--- src/rtl/cpm_pkg.sv ---
package cpm_pkg;

  typedef enum logic {
    ST_SCAN = 1'b0,
    ST_GAP  = 1'b1
  } scan_state_t;

endpackage

--- src/rtl/cpm_rst_sync.sv ---
module cpm_rst_sync #(
  parameter int STAGES = 2
) (
  input  logic clk,
  input  logic rst_n,
  output logic rst_sync_n
);

  logic [STAGES-1:0] stage_q;

  generate
    for (genvar s = 0; s < STAGES; s++) begin : g_stage
      always_ff @(posedge clk or negedge rst_n) begin
        if (!rst_n) begin
          stage_q[s] <= 1'b0;
        end else begin
          if (s == 0) stage_q[s] <= 1'b1;
          else        stage_q[s] <= stage_q[(s > 0) ? s-1 : 0];
        end
      end
    end
  endgenerate

  assign rst_sync_n = stage_q[STAGES-1];

endmodule

--- src/rtl/cpm_scan_seq.sv ---
module cpm_scan_seq
  import cpm_pkg::*;
#(
  parameter int NUM_WORDS  = 16,
  parameter int GAP_CYCLES = 32,
  localparam int ADDR_W    = $clog2(NUM_WORDS + 1),
  localparam int CNT_W     = (GAP_CYCLES > 1) ? $clog2(GAP_CYCLES) : 1
) (
  input  logic              clk,
  input  logic              rst_n,
  output logic              mem_en,
  output logic [ADDR_W-1:0] mem_addr,
  output logic              word_vld,
  output logic              row_vld
);

  localparam logic [ADDR_W-1:0] LAST_ADDR = ADDR_W'(NUM_WORDS);
  localparam logic [CNT_W-1:0]  GAP_LOAD  = CNT_W'(GAP_CYCLES - 1);

  scan_state_t       state_q, state_d;
  logic [ADDR_W-1:0] addr_q, addr_d;
  logic [CNT_W-1:0]  cnt_q, cnt_d;

  always_comb begin
    state_d = state_q;
    addr_d  = addr_q;
    cnt_d   = cnt_q;
    case (state_q)
      ST_SCAN: begin
        if (addr_q == LAST_ADDR) begin
          state_d = ST_GAP;
          addr_d  = '0;
          cnt_d   = GAP_LOAD;
        end else begin
          addr_d = addr_q + 1'b1;
        end
      end
      ST_GAP: begin
        if (cnt_q == '0) begin
          state_d = ST_SCAN;
        end else begin
          cnt_d = cnt_q - 1'b1;
        end
      end
      default: state_d = ST_SCAN;
    endcase
  end

  always_ff @(posedge clk or negedge rst_n) begin
    if (!rst_n) begin
      state_q <= ST_SCAN;
      addr_q  <= '0;
      cnt_q   <= '0;
    end else begin
      state_q <= state_d;
      addr_q  <= addr_d;
      cnt_q   <= cnt_d;
    end
  end

  assign mem_en   = (state_q == ST_SCAN);
  assign mem_addr = addr_q;
  assign row_vld  = mem_en && (addr_q == LAST_ADDR);
  assign word_vld = mem_en && (addr_q != LAST_ADDR);

endmodule

--- src/rtl/cpm_col_parity.sv ---
module cpm_col_parity #(
  parameter int DATA_W = 8
) (
  input  logic              clk,
  input  logic              rst_n,
  input  logic              word_vld,
  input  logic              row_vld,
  input  logic [DATA_W-1:0] mem_data,
  output logic              mismatch
);

  logic [DATA_W-1:0] acc_q, acc_d, col_diff;
  logic              acc_en;

  assign acc_en = word_vld | row_vld;

  generate
    for (genvar c = 0; c < DATA_W; c++) begin : g_col
      always_comb begin
        col_diff[c] = acc_q[c] ^ mem_data[c];
        acc_d[c]    = row_vld ? 1'b0 : col_diff[c];
      end

      always_ff @(posedge clk or negedge rst_n) begin
        if (!rst_n) begin
          acc_q[c] <= 1'b0;
        end else if (acc_en) begin
          acc_q[c] <= acc_d[c];
        end
      end
    end
  endgenerate

  assign mismatch = row_vld && (|col_diff);

endmodule

--- src/rtl/cpm_fault_resp.sv ---
module cpm_fault_resp (
  input  logic clk,
  input  logic rst_n,
  input  logic mismatch,
  input  logic host_mode,
  input  logic host_dsg_off,
  input  logic host_chg_off,
  input  logic host_gpod_en,
  output logic fault_flag,
  output logic alert_n,
  output logic dsg_gate,
  output logic chg_gate,
  output logic gpod_en
);

  logic fault_q, fault_d, fault_en;
  logic force_off;

  always_comb begin
    fault_en = mismatch & ~fault_q;
    fault_d  = 1'b1;
  end

  always_ff @(posedge clk or negedge rst_n) begin
    if (!rst_n) begin
      fault_q <= 1'b0;
    end else if (fault_en) begin
      fault_q <= fault_d;
    end
  end

  always_comb begin
    force_off  = fault_q & ~host_mode;
    fault_flag = fault_q;
    alert_n    = ~fault_q;
    dsg_gate   = host_dsg_off | force_off;
    chg_gate   = host_chg_off | force_off;
    gpod_en    = host_gpod_en & ~force_off;
  end

endmodule

--- src/rtl/cfg_parity_monitor.sv ---
module cfg_parity_monitor #(
  parameter int DATA_W      = 8,
  parameter int NUM_WORDS   = 16,
  parameter int GAP_CYCLES  = 32,
  parameter int SYNC_STAGES = 2,
  localparam int ADDR_W     = $clog2(NUM_WORDS + 1)
) (
  input  logic              clk,
  input  logic              rst_n,
  input  logic              host_mode,
  input  logic [DATA_W-1:0] mem_data,
  input  logic              host_dsg_off,
  input  logic              host_chg_off,
  input  logic              host_gpod_en,
  output logic              mem_en,
  output logic [ADDR_W-1:0] mem_addr,
  output logic              fault_flag,
  output logic              alert_n,
  output logic              dsg_gate,
  output logic              chg_gate,
  output logic              gpod_en
);

  logic rst_sync_n;
  logic word_vld, row_vld, mismatch;

  cpm_rst_sync #(.STAGES(SYNC_STAGES)) u_rst_sync (
    .clk        (clk),
    .rst_n      (rst_n),
    .rst_sync_n (rst_sync_n)
  );

  cpm_scan_seq #(.NUM_WORDS(NUM_WORDS), .GAP_CYCLES(GAP_CYCLES)) u_seq (
    .clk      (clk),
    .rst_n    (rst_sync_n),
    .mem_en   (mem_en),
    .mem_addr (mem_addr),
    .word_vld (word_vld),
    .row_vld  (row_vld)
  );

  cpm_col_parity #(.DATA_W(DATA_W)) u_par (
    .clk      (clk),
    .rst_n    (rst_sync_n),
    .word_vld (word_vld),
    .row_vld  (row_vld),
    .mem_data (mem_data),
    .mismatch (mismatch)
  );

  cpm_fault_resp u_resp (
    .clk          (clk),
    .rst_n        (rst_sync_n),
    .mismatch     (mismatch),
    .host_mode    (host_mode),
    .host_dsg_off (host_dsg_off),
    .host_chg_off (host_chg_off),
    .host_gpod_en (host_gpod_en),
    .fault_flag   (fault_flag),
    .alert_n      (alert_n),
    .dsg_gate     (dsg_gate),
    .chg_gate     (chg_gate),
    .gpod_en      (gpod_en)
  );

endmodule

--- config.mk ---
export PLATFORM = sky130hd
export DESIGN_NAME = cfg_parity_monitor
export DESIGN_NICKNAME = d
export VERILOG_FILES = /design/src/rtl/cpm_pkg.sv /design/src/rtl/cpm_rst_sync.sv /design/src/rtl/cpm_scan_seq.sv /design/src/rtl/cpm_col_parity.sv /design/src/rtl/cpm_fault_resp.sv /design/src/rtl/cfg_parity_monitor.sv
export SDC_FILE = /design/constraint.sdc
export NUM_CORES = 1
export LEC_CHECK = 0
export BUFFER_PORTS_ARGS = -buffer_cell sky130_fd_sc_hd__buf_4
export CORE_ASPECT_RATIO = 1.5
export CORE_UTILIZATION = 55
export CTS_BUF_LIST = sky130_fd_sc_hd__clkbuf_8
export DETAILED_ROUTE_END_ITERATION = 10
export HOLD_SLACK_MARGIN = 0.06
export PLACE_DENSITY = 0.93
export SLEW_MARGIN = 20
export SYNTH_ARGS = -nofsm -noshare
export SYNTH_HDL_FRONTEND = slang
export SYNTH_SLANG_ARGS = --single-unit
export TNS_END_PERCENT = 50
--- constraint.sdc ---
create_clock -name clk -period 0.9 [get_ports clk]
set_input_delay 0.09 -clock clk [delete_from_list [all_inputs] [get_ports clk]]
set_output_delay 0.09 -clock clk [all_outputs]
set_load 0.05 [all_outputs]
# After elaboration in Yosys (flattened, before gate mapping)
# Cells that the tools add are included.
[classes] add_sub_neg=2 eq_ne=4 n_mux=15 bitwise=18 reduce_logical=6
[op_table] op="two-way mux 5 bit" count=3
[op_table] op="two-way mux 1 bit" count=10
[op_table] op="case mux 5 bit (2 select lines)" count=1
[op_table] op="OR reduction 8 bit" count=1
[op_table] op="bitwise XOR 1 bit" count=8
[op_table] op="adder 5 x 1 -> 5 bit, second input constant" count=1
[op_table] op="equality test 5 bit, second input constant" count=1
[op_table] op="logical NOT 5 bit" count=1
[op_table] op="!= test 5 bit, second input constant" count=1
[op_table] op="subtractor 5 x 1 -> 5 bit, second input constant" count=1
[op_table] op="!= test 2 bit, second input constant" count=2
[op_table] op="NOT 1 bit" count=4
[op_table] op="bitwise AND 1 bit" count=3
[op_table] op="logical AND 1 bit" count=3
[op_table] op="bitwise OR 1 bit" count=3
[op_table] op="case mux 1 bit (2 select lines)" count=1
[op_table] op="AND reduction 2 bit" count=1
[totals] ff_bits=22 inputBits=14 wordCells=59

# Logic depth before layout (Yosys ltp)
# Gate-level depths: netlist of the first run.
[logic_depth] ltp_word=4 ltp_mapped=7 depth_no_buf=6

# Hierarchy
# From an unflattened synthesis of the first run, not the netlist that was laid out.
[unflattened] hier_cells=110 hier_area_um2=1121.1
[modules_own_cells] module="cpm_scan_seq" instances=1 cells_each=55 area_per_inst_um2=578.1 seq_area_each_um2=275.3
[modules_own_cells] module="cpm_col_parity" instances=1 cells_each=45 area_per_inst_um2=429.2 seq_area_each_um2=200.2
[modules_own_cells] module="cpm_fault_resp" instances=1 cells_each=7 area_per_inst_um2=60.1 seq_area_each_um2=25.0
[modules_own_cells] module="cpm_rst_sync" instances=1 cells_each=3 area_per_inst_um2=53.8 seq_area_each_um2=50.0

# Worst setup path before layout of the first run
# No wires, ideal clock.
[synth_path] kind="register -> register" from="register u_seq.addr_q[0] (netlist: u_seq.mem_addr[0])" to="register u_seq.cnt_q[3]" setup_ps=104 arrival_ps=1818 t_required_ps=796 slack_ps=-1021 stages_incl_launch_ff=7 path_buffers=0 synth_period_minus_slack_ps=1921 path_cell_list="dfrtp_1 -> inv_1 -> ha_1 -> nor3b_2 -> a21oi_1 -> or4_1 -> o311ai_1"
[synth_via] elab_chain_len=3
[synth_rtl] item="start: declaration" line_no="cpm_scan_seq.sv:21" source="logic [ADDR_W-1:0] addr_q, addr_d;"
[synth_rtl] item="start signal: assignment" line_no="cpm_scan_seq.sv:56" source="addr_q <= addr_d;"
[synth_rtl] item="equality test 5 bit" line_no="cpm_scan_seq.sv:30" source="if (addr_q == LAST_ADDR) begin"
[synth_rtl] item="!= test 2 bit (no line)"
[synth_rtl] item="AND reduction 2 bit (no line)"
[synth_rtl] item="end signal: assignment" line_no="cpm_scan_seq.sv:57" source="cnt_q <= cnt_d;"
[synth_rtl] item="end: declaration" line_no="cpm_scan_seq.sv:22" source="logic [CNT_W-1:0] cnt_q, cnt_d;"
# Every way passes these cells.
# A chain may end at the register's enable or synchronous reset.

# Final worst setup path of the first run
# Ends and elaborated chain as after synthesis.

==> results.md, run 1 <==
- Register bit total from synthesis: 22
- Layout filler cell count: 83
- Placer Congestion: 0.7822
- Critical path, cell by cell: inv_2, ha_1, nor3b_4, a21oi_2, or4_1, o311ai_2
- Number of global-route vias before repair: 1190
- Global-route wire length before repair: 5699 um
- Aggregate global routing overflow: 0
- Detailed placement HPWL: 2159 um
- TritonCTS clock tree: built
- EDFF count, synth: 0
- Critical-path maximum fanout: 2
- Layout Skew: 0.005551 ns
- H-tree Lvls: 1
- Path class of the lowest-slack min-delay path: reg2async
- Reg-to-reg endpoint: u_seq.cnt_q[3]
- Average wire per standard cell: 19.98 um
- Critical setup path kind: reg2reg
- Max-capacitance violation count: 0
- R2R Path Start: u_seq.mem_addr[0]
- Number of sinks handled by clock tree synthesis: 22
- Buf+Inv Stages, Crit Path: 1
- Die outline width: 39.42 um
- Violated checks: negative setup slack
- Largest net degree at the start of global routing: 13
- Leading cell types by count after synthesis: 22 x sky130_fd_sc_hd__dfrtp_1, 21 x sky130_fd_sc_hd__nand2_1, 17 x sky130_fd_sc_hd__nor2b_1
- Kind of start point of the critical path: register
- Antenna diodes: 0
- Tmin final: 1.764 ns
- Result of the run: finished, violations left
- Area contributors post-synth: sky130_fd_sc_hd__dfrtp_1 48%, sky130_fd_sc_hd__nor2b_1 9.2%, sky130_fd_sc_hd__xnor2_1 7.6%
- RSZ-0062 raised after global routing: yes
- Worst hold slack after final layout: 0.09830 ns
- Die footprint: 2291 um^2
- Reported leakage power: 0.9060 nW
- Top delay family on crit path: simple AND/OR/NAND/NOR gates
- Ratio of cells with drive above 1 in the final layout: 45.30%
- Routed wire length: 4056 um
- Detailed Route Iter0 Violations: 43
- Site Rows: 20
- Ratio of final minimum period to clock period: 196.0%
- Max Buffers Root-to-Sink: 2
- Root Driver: sky130_fd_sc_hd__clkbuf_8
- Number of warning messages in the yosys log: 0
- Gate count after technology mapping: 125
- Net Count, Synth: 142
- Post-synth top area cell: sky130_fd_sc_hd__dfrtp_1
- Initial antenna violation count: 0
- Critical Path Slowest Stage Cell: sky130_fd_sc_hd__or4_1
- Power density over the cells: 991.2 nW/um^2
- Top achievable clock speed: 566.8 MHz
- Nets: 199
- Worst-skew pair later-pin latency: 0.27 ns
- DRC violations left: 0
- Post-Place Setup Slack: -0.7555 ns
- Slack of the critical path: -0.8644 ns
- Post-Syn Area: 1155 um^2
- Synthesis-to-layout area growth: 55.80%
- Vertical die dimension: 58.12 um
- Multi-input combinational cell area: 668.1 um^2
- Area inside the core boundary: 2002 um^2
- Most used flip-flop cell after synthesis: sky130_fd_sc_hd__dfrtp_1
- Arrival time of the worst setup path: 1.93 ns
- PnR Total Power: 1.783 mW
- Number of buffer cells added on primary ports: 24
- FF-to-FF setup slack: -0.86 ns
- Critical path data required time: 1.06 ns
- Count of distinct cell types in the synthesized netlist: 28
- Detailed-routing iteration count for the pre-antenna-repair pass: 4
- Sequential cell area: 554.3 um^2
- Highest ir drop seen on vdd: 1.210 mV
- Vias after detailed routing: 1183
- Count of endpoints failing setup in the final report: 31
- Area share of the leading cell type in the synthesized netlist: 47.67%
- Setup total negative slack: -13.74 ns
- Worst stage delay on the critical path: 0.44 ns
- TritonCTS buffer count: 3
- Overall fraction of global-route tracks in use: 37.90%
- Proportion of register bits with asynchronous set or reset after synthesis: 100.0%
- Slew Viols, Final: 0
- Depth of the most critical reg-to-reg path: 6
- Average via count per standard cell: 5.828
- Sequential area share after synthesis: 47.67%
- Most repeated cell in the gate-level netlist after synthesis: sky130_fd_sc_hd__dfrtp_1
- Nature of the critical path endpoint: register
- Final Core Density: 89.88%
- Remaining antenna violation count after routing: 0
- Clock-pin slew on the worst setup and hold paths: 0.08 ns
- Count of endpoints failing hold in the final timing report: 0
- Mean instance size in the synthesized netlist: 9.239 um^2
- Ports placed on the boundary: 25
- Starting Density: 57.69%
## what timing repair did
action / 4_1_cts / 5_1_grt
setup endpoints to repair: 31 / 31
hold buffers: 1 / 0
setup buffers: 2 / 3
cloned: 0 / 0
gates resized for setup: 30 / 11
pin swaps: 6 / 1
hold endpoints to repair: 2 / 0
## placed cells by master (no fill, tap or decap), types with 2 or more instances in the layout
cell type / count
sky130_fd_sc_hd__a21oi_1: 2
sky130_fd_sc_hd__a21oi_2: 2
sky130_fd_sc_hd__buf_4: 39
sky130_fd_sc_hd__buf_6: 13
sky130_fd_sc_hd__buf_8: 2
sky130_fd_sc_hd__clkbuf_8: 3
sky130_fd_sc_hd__dfrtp_1: 19
sky130_fd_sc_hd__dfrtp_2: 3
sky130_fd_sc_hd__ha_1: 2
sky130_fd_sc_hd__inv_1: 2
sky130_fd_sc_hd__inv_2: 4
sky130_fd_sc_hd__nand2_1: 20
sky130_fd_sc_hd__nand2b_1: 3
sky130_fd_sc_hd__nand3_2: 2
sky130_fd_sc_hd__nand4_1: 2
sky130_fd_sc_hd__nor2_1: 3
sky130_fd_sc_hd__nor2_4: 2
sky130_fd_sc_hd__nor2b_1: 16
sky130_fd_sc_hd__o21ai_0: 8
sky130_fd_sc_hd__o21ai_1: 2
sky130_fd_sc_hd__xnor2_1: 10
## worst max-delay path by stage
stage | slack (ns) | endpoint | start | cells after the start
6_report | -0.86 | u_seq.cnt_q[3] | u_seq.mem_addr[0] | 6
3_3_place_gp | -0.64 | u_seq.cnt_q[3] | u_seq.mem_addr[0] | 6
4_1_cts | -0.74 | u_seq.cnt_q[3] | u_seq.mem_addr[0] | 6
3_5_place_dp | -0.76 | u_seq.cnt_q[3] | u_seq.mem_addr[0] | 6
2_1_floorplan | -0.84 | u_seq.cnt_q[3] | u_seq.mem_addr[0] | 6
5_1_grt | -0.90 | u_seq.cnt_q[3] | u_seq.mem_addr[0] | 6
## through the flow
step / cell area (um^2) / std cells
3_3_place_gp: 1567 / 193
2_1_floorplan: 1184 / 125
5_1_grt: 1799 / 203
3_5_place_dp: 1567 / 193
4_1_cts: 1744 / 200
6_report: 1799 / 203
## state kept, by name, summed over array words and instances (netlist names)
register               count
u_seq.state_q              1
u_resp.fault_flag          1
u_seq.cnt_q                5
u_rst_sync.rst_sync_n      1
u_seq.mem_addr             5
u_par.acc_q                8
u_rst_sync.stage_q         1
## kinds of logic after synthesis
logic type | synth area share (%)
AO/OA/AOI/OAI | 10.73
adder cells (fa/ha/maj) | 3.251
buffers and inverters | 3.033
flip-flops | 47.67
XOR/XNOR | 7.584
other | 0.3247
AND/OR/NAND/NOR | 26.44
multiplexers | 0.9750
## area by class of cell
cell class	instances	share of cell area, %
inverters	6	1.391
flip-flops and latches	22	30.81
clock inverters	1	0.2086
well taps	22	1.530
repair buffers	55	26.63
clock buffers	3	2.295
multi-input cells	94	37.13
## where the power goes
part           internal [mW]  total [mW]  switching (mW)
sequential             0.992       0.998         0.00571
combinational         0.0835       0.171          0.0871
clock                  0.305       0.615           0.310
total                   1.38        1.78           0.403
## worst reg2reg max path, delay by kind of cell, from the launching register on
kind / cells / cell delay [ns]
AND/OR/NAND/NOR: 2 / 0.66
flip-flops: 1 / 0.42
AO/OA/AOI/OAI: 2 / 0.36
adder cells (fa/ha/maj): 1 / 0.15
buffers and inverters: 1 / 0.08
## routing by layer
metal  global-route usage, %  up-vias  share of wire, %
met5                       0        -                 0
met2                   62.53       54                56
li1                        -      527                 -
met4                   25.62        0               3.5
met1                   41.60      590                36
met3                   6.897       12               5.2
Note: power is estimated with default switching activity, not from simulation.
==> run 2, diff against run 1 <==
--- a/config.mk
+++ b/config.mk
@@ -15,5 +15,6 @@
 export SLEW_MARGIN = 20
 export SYNTH_ARGS = -nofsm -noshare
 export SYNTH_HDL_FRONTEND = slang
+export SYNTH_HIERARCHICAL = 1
 export SYNTH_SLANG_ARGS = --single-unit
 export TNS_END_PERCENT = 50
==> constraint.sdc (replaced) <==
create_clock -name clk -period 0.9 [get_ports clk]
set_input_delay 0.18 -clock clk [delete_from_list [all_inputs] [get_ports clk]]
set_output_delay 0.18 -clock clk [all_outputs]
set_load 0.05 [all_outputs]
==> results.md, run 2 <==
- TritonCTS buffer count: 3 (unchanged)
- Root Driver: sky130_fd_sc_hd__clkbuf_8
- Die outline width: 38.86 um (-1.4%)
- Worst endpoint left by the global-route repair_timing run: u_seq/cnt_q[0]$_DFFE_PN0P_/D
- Detailed placement HPWL: 2172 um (+0.60%)
- Leading cell types by count after synthesis: 22 x sky130_fd_sc_hd__dfrtp_1, 16 x sky130_fd_sc_hd__xor2_1, 10 x sky130_fd_sc_hd__nor2_1
- Max Buffers Root-to-Sink: 2 (unchanged)
- Number of warning messages in the yosys log: 6 (+6)
- Post-synth top area cell: sky130_fd_sc_hd__dfrtp_1
- Gate count after technology mapping: 110 (-12%)
- Most repeated cell in the gate-level netlist after synthesis: sky130_fd_sc_hd__dfrtp_1
- WEP type: register data pin
- EDFF count, synth: 0 (unchanged)
- Post-Place Setup Slack: -0.8160 ns (-0.06048 ns)
- Starting Density: 59.69% (+2.0 points)
- Stage reached: 5_1_grt
- Register bit total from synthesis: 22 (unchanged)
- Proportion of register bits with asynchronous set or reset after synthesis: 100.0% (unchanged)
- Site Rows: 19 (-5.0%)
- Mean instance size in the synthesized netlist: 10.19 um^2 (+10%)
- Area share of the leading cell type in the synthesized netlist: 49.11% (+1.4 points)
- First logged error message: [ERROR DPL-0033] detailed placement checks failed during check placement.
- Largest net degree at the start of global routing: 21
- Count of distinct cell types in the synthesized netlist: 31 (+11%)
- Number of sinks handled by clock tree synthesis: 22 (unchanged)
- Result of the run: stopped before the end
- Most used flip-flop cell after synthesis: sky130_fd_sc_hd__dfrtp_1
- Vertical die dimension: 57.30 um (-1.4%)
- Sequential area share after synthesis: 49.11% (+1.4 points)
- Net Count, Synth: 127 (-11%)
- Post-place instance area: 1531 um^2 (-2.2%)
- Number of buffer cells added on primary ports: 24 (unchanged)
- Ports placed on the boundary: 25 (unchanged)
- Initial antenna violation count: 0
- Post-Syn Area: 1121 um^2 (-2.9%)
- H-tree Lvls: 1 (unchanged)
- Area contributors post-synth: sky130_fd_sc_hd__dfrtp_1 49%, sky130_fd_sc_hd__xor2_1 13%, sky130_fd_sc_hd__ha_1 3.3%
- Placer Congestion: 0.8129 (+3.9%)
-- run 2: stage by stage --
stage / cells / util [%]
floorplan: 110 / -
global placement: 180 / 81.55
detailed placement: 180 / 81.55
CTS: 189 / 94.20
-- run 2: kinds of logic after synthesis --
kind of cell	count (synthesis)	synth area share, %
and+or+nand+nor	40	18.86
AOI/OAI and AO/OA	12	7.031
DFF	22	49.11
muxes	3	3.348
other	1	0.3345
xor gates and xnor gates	18	14.06
adders and majority gates	3	3.349
buffers and inverters	11	3.906
-- run 2: timing repair --
item	CTS
hold endpoints to repair	2
endpoints found under the setup margin	31
gates cloned	1
resized for setup	43
hold buffers	1
pin swaps	9
buffers inserted	3
==> run 3, diff against run 2 <==
--- a/config.mk
+++ b/config.mk
@@ -6,12 +6,10 @@
 export NUM_CORES = 1
 export LEC_CHECK = 0
 export BUFFER_PORTS_ARGS = -buffer_cell sky130_fd_sc_hd__buf_4
-export CORE_ASPECT_RATIO = 1.5
-export CORE_UTILIZATION = 55
-export CTS_BUF_LIST = sky130_fd_sc_hd__clkbuf_8
+export CORE_AREA = 2 2 63 65
 export DETAILED_ROUTE_END_ITERATION = 10
-export HOLD_SLACK_MARGIN = 0.06
-export PLACE_DENSITY = 0.93
+export DIE_AREA = 0 0 65 67
+export PLACE_DENSITY_LB_ADDON = 0.15
 export SLEW_MARGIN = 20
 export SYNTH_ARGS = -nofsm -noshare
 export SYNTH_HDL_FRONTEND = slang
==> results.md, run 3 <==
- Result of the run: finished, violations left
- Violated checks: negative setup slack
- Initial antenna violation count: 0
- Global-route wire length before repair: 4291 um
- Power density over the cells: 954.3 nW/um^2
- RSZ-0062 raised after global routing: yes
- Setup total negative slack: -13.12 ns
- Top delay family on crit path: simple AND/OR/NAND/NOR gates
- Leading cell types by count after synthesis: 22 x sky130_fd_sc_hd__dfrtp_1, 16 x sky130_fd_sc_hd__xor2_1, 10 x sky130_fd_sc_hd__nor2_1
- Net Count, Synth: 127 (unchanged)
- Worst stage delay on the critical path: 0.46 ns
- Max FFs per register: 8
- Tmin final: 1.639 ns
- H-tree Lvls: 1 (unchanged)
- Most repeated cell in the gate-level netlist after synthesis: sky130_fd_sc_hd__dfrtp_1
- Layout filler cell count: 326
- Multi-input combinational cell area: 651.9 um^2
- Critical-path maximum fanout: 3
- Worst-skew pair later-pin latency: 0.26 ns
- Path class of the lowest-slack min-delay path: reg2async
- Highest ir drop seen on vdd: 0.5448 mV
- TritonCTS clock tree: built
- Average via count per standard cell: 4.446
- Number of warning messages in the yosys log: 6 (unchanged)
- Ratio of cells with drive above 1 in the final layout: 54.60%
- Aggregate global routing overflow: 0
- Number of sinks handled by clock tree synthesis: 22 (unchanged)
- Count of distinct cell types in the synthesized netlist: 31 (unchanged)
- Critical setup path kind: reg2reg
- Ports placed on the boundary: 25 (unchanged)
- Sequential area share after synthesis: 49.11% (unchanged)
- Antenna diodes: 0
- Site Rows: 22 (+3)
- Synthesis-to-layout area growth: 70.42%
- Slew Viols, Final: 0
- TritonCTS buffer count: 3 (unchanged)
- Vertical die dimension: 67 um (+17%)
- Average wire per standard cell: 12.12 um
- Critical Path Slowest Stage Cell: sky130_fd_sc_hd__or4b_4
- Buf+Inv Stages, Crit Path: 1
- Count of endpoints failing hold in the final timing report: 0
- Clock-pin slew on the worst setup and hold paths: 0.08 ns
- Max Buffers Root-to-Sink: 2 (unchanged)
- Detailed placement HPWL: 1771 um (-18%)
- Routed wire length: 2690 um
- Largest net degree at the start of global routing: 13
- Proportion of register bits with asynchronous set or reset after synthesis: 100.0% (unchanged)
- Ratio of final minimum period to clock period: 182.1%
- Detailed Route Iter0 Violations: 11
- Post-synth top area cell: sky130_fd_sc_hd__dfrtp_1
- Post-Place Setup Slack: -0.8118 ns (+0.004261 ns)
- DRC violations left: 0
- Register bit total from synthesis: 22 (unchanged)
- Starting Density: 31.09% (-29 points)
- Detailed-routing iteration count for the pre-antenna-repair pass: 4
- Nature of the critical path endpoint: register
- Count of endpoints failing setup in the final report: 31
- Critical path, cell by cell: inv_1, ha_2, or4b_4, mux2_4, o21a_1
- Most used flip-flop cell after synthesis: sky130_fd_sc_hd__dfrtp_1
- Area inside the core boundary: 3606 um^2
- Overall fraction of global-route tracks in use: 12.96%
- Slack of the critical path: -0.7391 ns
- Kind of start point of the critical path: register
- Remaining antenna violation count after routing: 0
- Nets: 192
- Top achievable clock speed: 610.1 MHz
- Placer Congestion: 0.7379 (-9.2%)
- Number of buffer cells added on primary ports: 24 (unchanged)
- Die outline width: 65 um (+67%)
- Max-capacitance violation count: 0
- Mean instance size in the synthesized netlist: 10.19 um^2 (unchanged)
- Root Driver: sky130_fd_sc_hd__clkbuf_8
- Critical path data required time: 1.06 ns
- Leading cell types in the layout, fill and taps excluded: 39 x sky130_fd_sc_hd__buf_4, 19 x sky130_fd_sc_hd__dfrtp_1, 17 x sky130_fd_sc_hd__buf_6, 14 x sky130_fd_sc_hd__xor2_1
- EDFF count, synth: 0 (unchanged)
- Number of global-route vias before repair: 926
- Most common cell after layout, fill and taps aside: sky130_fd_sc_hd__buf_4
- Layout Skew: 0.004518 ns
- Register with the most flip-flops: u_par/acc_q
- Reported leakage power: 0.9447 nW
- Vias after detailed routing: 987
- Sequential cell area: 554.3 um^2
- Area contributors post-synth: sky130_fd_sc_hd__dfrtp_1 49%, sky130_fd_sc_hd__xor2_1 13%, sky130_fd_sc_hd__ha_1 3.3%
- Die footprint: 4355 um^2
- Gate count after technology mapping: 110 (unchanged)
- Post-Syn Area: 1121 um^2 (unchanged)
- Arrival time of the worst setup path: 1.80 ns
- Area share of the leading cell type in the synthesized netlist: 49.11% (unchanged)
## run 3: cell counts after synthesis
No cell type changed its count.
## run 3: area by class of cell
type	count	area share, %
clock buffer	4	2.358
inverter	8	1.572
multi-input combinational	78	34.12
sequential	22	29.01
tap	48	3.143
timing repair buffer	62	29.80
## run 3: power by group
part	switching (mW)	total (mW)	internal, mW	leakage [nW]
sequential	0.00228	0.996	0.993	0.289
combinational	0.0982	0.182	0.0838	0.633
clock	0.330	0.646	0.316	0.0228
## run 3: cells by family (layout without fill, tap and decap cells)
kind of cell	count (synthesis)	in the layout	share of synthesized area, %
AND/OR/NAND/NOR	40	41	18.86
flip-flops	22	22	49.11
XOR/XNOR	18	18	14.06
AO/OA/AOI/OAI	12	12	7.031
buffers and inverters	11	74	3.906
adder cells (fa/ha/maj)	3	3	3.349
multiplexers	3	3	3.348
other	1	1	0.3345
## run 3: metal layers
metal	vias up	track usage [%]	wire [um]
met4	0	4.787	12
met3	2	2.196	110
met2	21	22.42	1336
met1	477	16.14	1231
met5	-	0	0
li1	487	-	-
## run 3: per-stage QoR
step	total power, mW	std cells	utilization [%]	cell area, um^2	hold slack [ns]
2_1_floorplan	1.092	110	-	1136	-0.1156
3_3_place_gp	1.180	206	43.20	1558	-0.03495
3_5_place_dp	1.181	206	43.20	1558	-0.03363
4_1_cts	1.841	214	48.30	1742	0.1737
5_1_grt	1.917	222	52.98	1911	0.2017
6_report	1.823	222	52.98	1911	0.1681
## run 3: repair_timing
action,4_1_cts,5_1_grt
hold endpoints to repair,2,0
endpoints found under the setup margin,31,31
gates resized for setup,29,28
cloned,0,1
setup buffers,3,7
pin swaps,4,11
hold buffers,1,0
## run 3: final timing paths
kind / startpoint / end / slack (ns) / depth (start not counted)
hold / removal: u_rst_sync/rst_sync_n / u_seq/state_q / 0.17 / 1
setup / recovery: u_seq/cnt_q[0] / u_seq/cnt_q[1] / -0.74 / 5
hold reg to reg: u_rst_sync/rst_sync_n / u_seq/state_q / 0.17 / 1
max in group asynchronous: u_rst_sync/rst_sync_n / u_par/acc_q[6] / 0.55 / 1
setup reg to reg: u_seq/cnt_q[0] / u_seq/cnt_q[1] / -0.74 / 5
min in group clk: mem_data[2] / u_par/acc_q[2] / 0.27 / 4
